[config.mk]
export PLATFORM = sky130hd
export DESIGN_NAME = hzd_unit
export DESIGN_NICKNAME = d
export VERILOG_FILES = /design/src/rtl/hzd_pkg.sv /design/src/rtl/hzd_reg_match.sv /design/src/rtl/hzd_fwd_select.sv /design/src/rtl/hzd_loaduse_detect.sv /design/src/rtl/hzd_unit.sv
export SDC_FILE = /design/constraint.sdc
export NUM_CORES = 1
export LEC_CHECK = 0
export ABC_CLOCK_PERIOD_IN_PS = 1100
export BUFFER_PORTS_ARGS = -buffer_cell sky130_fd_sc_hd__buf_2
export CAP_MARGIN = 20
export CORE_AREA = 10 10 47 49
export DETAILED_ROUTE_END_ITERATION = 8
export DIE_AREA = 0 0 57 59
export PLACE_DENSITY = 0.81
export SLEW_MARGIN = 40
export SYNTH_ARGS = -nofsm -noshare
export SYNTH_HDL_FRONTEND = slang
export SYNTH_HIERARCHICAL = 1
export SYNTH_SLANG_ARGS = --single-unit
[constraint.sdc]
create_clock -name vclk -period 1.1
set_input_delay 0 -clock vclk [all_inputs]
set_output_delay 0 -clock vclk [all_outputs]
set_load 0.01 [all_outputs]
[src/rtl/hzd_pkg.sv]
package hzd_pkg;
  typedef enum logic [1:0] {
    SRC_RF  = 2'b00,
    SRC_WB  = 2'b01,
    SRC_MEM = 2'b10
  } opnd_src_e;
endpackage

[src/rtl/hzd_reg_match.sv]
module hzd_reg_match #(
  parameter int REG_W = 5
) (
  input  logic [REG_W-1:0] a,
  input  logic [REG_W-1:0] b,
  input  logic             en,
  output logic             hit
);
  localparam logic [REG_W-1:0] ZERO_REG = '0;
  always_comb hit = en && (a == b) && (b != ZERO_REG);
endmodule

[src/rtl/hzd_fwd_select.sv]
module hzd_fwd_select
  import hzd_pkg::*;
#(
  parameter int REG_W = 5
) (
  input  logic [REG_W-1:0] src,
  input  logic [REG_W-1:0] mem_rd,
  input  logic             mem_regwrite,
  input  logic             mem_memread,
  input  logic [REG_W-1:0] wb_rd,
  input  logic             wb_regwrite,
  output opnd_src_e        sel
);
  logic mem_hit, wb_hit;

  hzd_reg_match #(.REG_W(REG_W)) u_mem (
    .a(src), .b(mem_rd), .en(mem_regwrite && !mem_memread), .hit(mem_hit));
  hzd_reg_match #(.REG_W(REG_W)) u_wb (
    .a(src), .b(wb_rd), .en(wb_regwrite), .hit(wb_hit));

  always_comb begin
    if (mem_hit)     sel = SRC_MEM;
    else if (wb_hit) sel = SRC_WB;
    else             sel = SRC_RF;
  end
endmodule

[src/rtl/hzd_loaduse_detect.sv]
module hzd_loaduse_detect #(
  parameter int REG_W = 5,
  parameter int N_SRC = 2
) (
  input  logic [N_SRC-1:0][REG_W-1:0] id_src,
  input  logic [REG_W-1:0]            ex_rd,
  input  logic                        ex_memread,
  output logic                        stall
);
  logic [N_SRC-1:0] hit;

  for (genvar g = 0; g < N_SRC; g++) begin : g_cmp
    hzd_reg_match #(.REG_W(REG_W)) u_m (
      .a(id_src[g]), .b(ex_rd), .en(ex_memread), .hit(hit[g]));
  end

  always_comb stall = |hit;
endmodule

[src/rtl/hzd_unit.sv]
module hzd_unit
  import hzd_pkg::*;
#(
  parameter int REG_W = 5
) (
  input  logic [REG_W-1:0] id_rs1,
  input  logic [REG_W-1:0] id_rs2,
  input  logic [REG_W-1:0] ex_rs1,
  input  logic [REG_W-1:0] ex_rs2,
  input  logic [REG_W-1:0] ex_rd,
  input  logic             ex_memread,
  input  logic [REG_W-1:0] mem_rd,
  input  logic             mem_regwrite,
  input  logic             mem_memread,
  input  logic [REG_W-1:0] wb_rd,
  input  logic             wb_regwrite,
  output logic [1:0]       fwd_a,
  output logic [1:0]       fwd_b,
  output logic             pc_ifid_hold,
  output logic             idex_bubble
);
  localparam int N_SRC = 2;

  logic [N_SRC-1:0][REG_W-1:0] ex_src, id_src;
  opnd_src_e [N_SRC-1:0]       sel;
  logic                        stall;

  always_comb begin
    ex_src[0] = ex_rs1;
    ex_src[1] = ex_rs2;
    id_src[0] = id_rs1;
    id_src[1] = id_rs2;
  end

  for (genvar g = 0; g < N_SRC; g++) begin : g_opnd
    hzd_fwd_select #(.REG_W(REG_W)) u_sel (
      .src(ex_src[g]), .mem_rd(mem_rd), .mem_regwrite(mem_regwrite),
      .mem_memread(mem_memread), .wb_rd(wb_rd), .wb_regwrite(wb_regwrite),
      .sel(sel[g]));
  end

  hzd_loaduse_detect #(.REG_W(REG_W), .N_SRC(N_SRC)) u_lu (
    .id_src(id_src), .ex_rd(ex_rd), .ex_memread(ex_memread), .stall(stall));

  always_comb begin
    fwd_a        = sel[0];
    fwd_b        = sel[1];
    pc_ifid_hold = stall;
    idex_bubble  = stall;
  end
endmodule

# After elaboration in Yosys (flattened, before gate mapping)
# Cells that the tools add are included.
# totals
register_bits,0
inputBits,39
output_inout_bits,6
word_cells,28
# op_classes
n_eq_ne,6
mux,4
reduce_logical,18
# ops
operator,count
== test 5 bit,6
nonzero test 5 bit,3
logical AND 1 bit,13
2-to-1 mux 2 bit,2
2-to-1 mux 1 bit,2
OR reduction 2 bit,1
zero test 1 bit,1

# Logic depth before layout (Yosys ltp)
# logic_depth
ltp_word,5
ltp_mapped,5
mapped_depth_nobuf,4

# Cells and area by module
# The synthesis kept the hierarchy.
# modules_own_cells
module,instances,cells_per_inst,area_per_inst_um2,seq_area_each_um2
hzd_reg_match,6,10,70.1,0.0
hzd_fwd_select,2,3,35.0,0.0
hzd_unit,1,1,7.5,0.0
hzd_loaduse_detect,1,1,6.3,0.0

# Least setup slack after synthesis
# Ideal clock, no wire load.
# synth_path
path_type,input to output
start,in id_rs2[0]
end,out pc_ifid_hold
arrival_time_ps,909
required_time_ps,1100
setup_slack_ps,191
cell_stages,5
n_path_buf,1
cell_sequence,nor4_1 o21ai_0 and4_1 or2_1 buf_4
# synth_via
elab_chain_cells,4
# synth_lines
element,line_no,source
from (decl),hzd_unit.sv:7,"input logic [REG_W-1:0] id_rs2,"
== test 5 bit,hzd_reg_match.sv:10,always_comb hit = en && (a == b) && (b != ZERO_REG);
logical AND 1 bit (2 in series),hzd_reg_match.sv:10,
net u_lu.hit[1],hzd_loaduse_detect.sv:10,logic [N_SRC-1:0] hit;
OR reduction 2 bit,hzd_loaduse_detect.sv:17,always_comb stall = |hit;
to (decl),hzd_unit.sv:19,"output logic pc_ifid_hold,"
# The timed path passes the listed nets, and every way through them passes these cells.

# Worst setup path after layout
# layout_path
start,in ex_rs1[0]
end,out fwd_a[0]
# layout_via
elab_chain_cells,5
elab_cells_between_ends,8
cone_classes,2 x eq/ne; 2 x mux; 4 x reduce/logical
# layout_lines
element,line_no,source
from (decl),hzd_unit.sv:8,"input logic [REG_W-1:0] ex_rs1,"
== test 5 bit,hzd_reg_match.sv:10,
logical AND 1 bit (2 in series),hzd_reg_match.sv:10,
2-to-1 mux 1 bit,hzd_fwd_select.sv:23,else if (wb_hit) sel = SRC_WB;
2-to-1 mux 2 bit (*),hzd_fwd_select.sv:22,if (mem_hit) sel = SRC_MEM;
to (decl),hzd_unit.sv:17,"output logic [1:0] fwd_a,"
# Mark *: on every way between the ends. The rest lies on a longest branch, timed or not.

==> results.cfg <==
[drt]
finalWirelength_mm = 1.76
via_count = 630
first_pass_iters = 4
post_drt_wl_per_cell_um = 13.9
ant_nets = 0
via_per_inst = 5.00
drc = 0
drt_iter0_markers = 9

[yosys]
syn_nets = 107
postSynthAreaPerCell_um2 = 7.42
synth-seq-area-share = 0
synth.distinct_cells = 10
synth_area_leaders = xor2_1, nor2b_4, and4_1
yosysWarnings = 6
synth_commonest_cells = xor2_1, or2_1
postSynthCellCount = 68
yosysTopAreaCell = xor2_1
syn_area_um2 = 504
synth_top_area_frac = 0.313
synth.most_common_cell = xor2_1

[global_route]
antenna_found_initial = 0
globalRouteTotalUtil = 0.0945
overflow = 0
grt_pass1_wl_mm = 2.78
grt_pass1_vias = 672
grt_max_degree = 5

[cells_and_area]
seq_cells = 0
syn2layout_area_growth_pct = 45.4
fill_cells = 138
clkbuf_count = 0
utilization = 0.523
regArea_um2 = 0
layout-drive-gt1-share = 0.455
fin_nets = 151
diodes = 0
final_cell_area_um2 = 733

[floorplanning]
die_area_mm2 = 0.00336
ioPinCount = 45
core.rowCount = 14
initial_core_util = 0.360
die-height_um = 59
core_mm2 = 0.00140
die_w_um = 57

[power_and_ir_drop]
p_leak_nw = 0.367
p_per_area_mw_per_mm2 = 322
ir_worst_vdd_mv = 0.139

[timing]
final_hold_viol_count = 0
slew_violations = 0
fin_setup_tns_ns = 0
slew_headroom = 0.819
hold_slack_ns = 0.452
worstMarginPinSlew_ns = 0.269
grt_setup_unrepaired = false
finalCritPeriodShare = 0.948
finalWorstPathRequiredPeriod_ns = 1.04
setup_viol = 0
timing.fmax_mhz = 959

[place]
numPortBuffers = 45
dpl.hpwl_mm = 1.63
finalWeightedCongestion = 0.771
placed_area_um2 = 727

[worst_setup_path]
crit_start = ex_rs1[0]
required_ns = 1.10
start_kind = input pin
end_kind = output pin
crit_type = in -> out
crit_path_max_fanout = 4
cp.arrival_ns = 1.04

[run]
cap_violations = 0

[outcome]
status = finished, final reports clean

[cts]
ctsHoldBuffers = 0

[worst_hold_path]
min_from = ex_memread
hold_path.class = in -> out
layout make-up:
class,count,area [um2],area share
Multi-Input combinational cell,65,488,0.666
Timing Repair Buffer,45,225,0.307
Tap cell,16,20.0,0.0273
cells in the final DEF (no fill, tap or decap):
cell and n:
xor2_1 18, buf_2 45, xnor2_1 6, o21ai_1 2
nor2b_4 4, nor3_1 6, nand2_1 6, and4_1 6
or2_1 7, o21ai_0 4, nor4_2 1, nor4_1 5
worst paths after layout:
path                           to  slack, ns  depth (start not counted)
worst max-delay path     fwd_a[0]       0.06                          6
worst min-delay path  idex_bubble       0.45                          4
what timing repair did:
item | 4_1_cts | 5_1_grt
buffers inserted | 0 | 0
setup endpoints to repair | 0 | 2
gates resized for setup | 0 | 3
where the power goes:
part           internal (mW)  total, mW  leakage (nW)  switching, mW
Sequential                 0          0             0              0
Clock                      0          0             0              0
Combinational          0.122      0.236         0.367          0.115
Total                  0.122      0.236         0.367          0.115
metrics by stage:
stage	worst slack, ns	total power [mW]	std cells
3_5_place_dp	0.0536	0.234	126
3_3_place_gp	0.0570	0.223	126
5_1_grt	0.0111	0.258	126
4_1_cts	0.0473	0.235	126
6_report	0.0569	0.236	126
2_1_floorplan	0.191	0.103	68
kinds of logic (layout without fill, tap and decap cells):
family	count (synthesis)	after routing	synth area share
AOI/OAI and AO/OA	6	6	0.0596
and+or+nand+nor	35	35	0.479
buffers and inverters	3	45	0.0447
xor gates and xnor gates	24	24	0.417
metal layers:
metal / GRT usage / vias to the layer above / wire (um)
met5: 0 / - / 0
met4: 0 / 0 / 0
met3: 0.0429 / 0 / 229
met2: 0.183 / 37 / 841
met1: 0.0959 / 270 / 685
li1: - / 323 / -
critical path, stage by stage:
cell	delay [ns]
buf_2	0.14
nor4_1	0.31
o21ai_0	0.14
and4_1	0.22
nor2b_4	0.10
buf_2	0.13
Note: power is estimated with default switching activity, not from simulation.
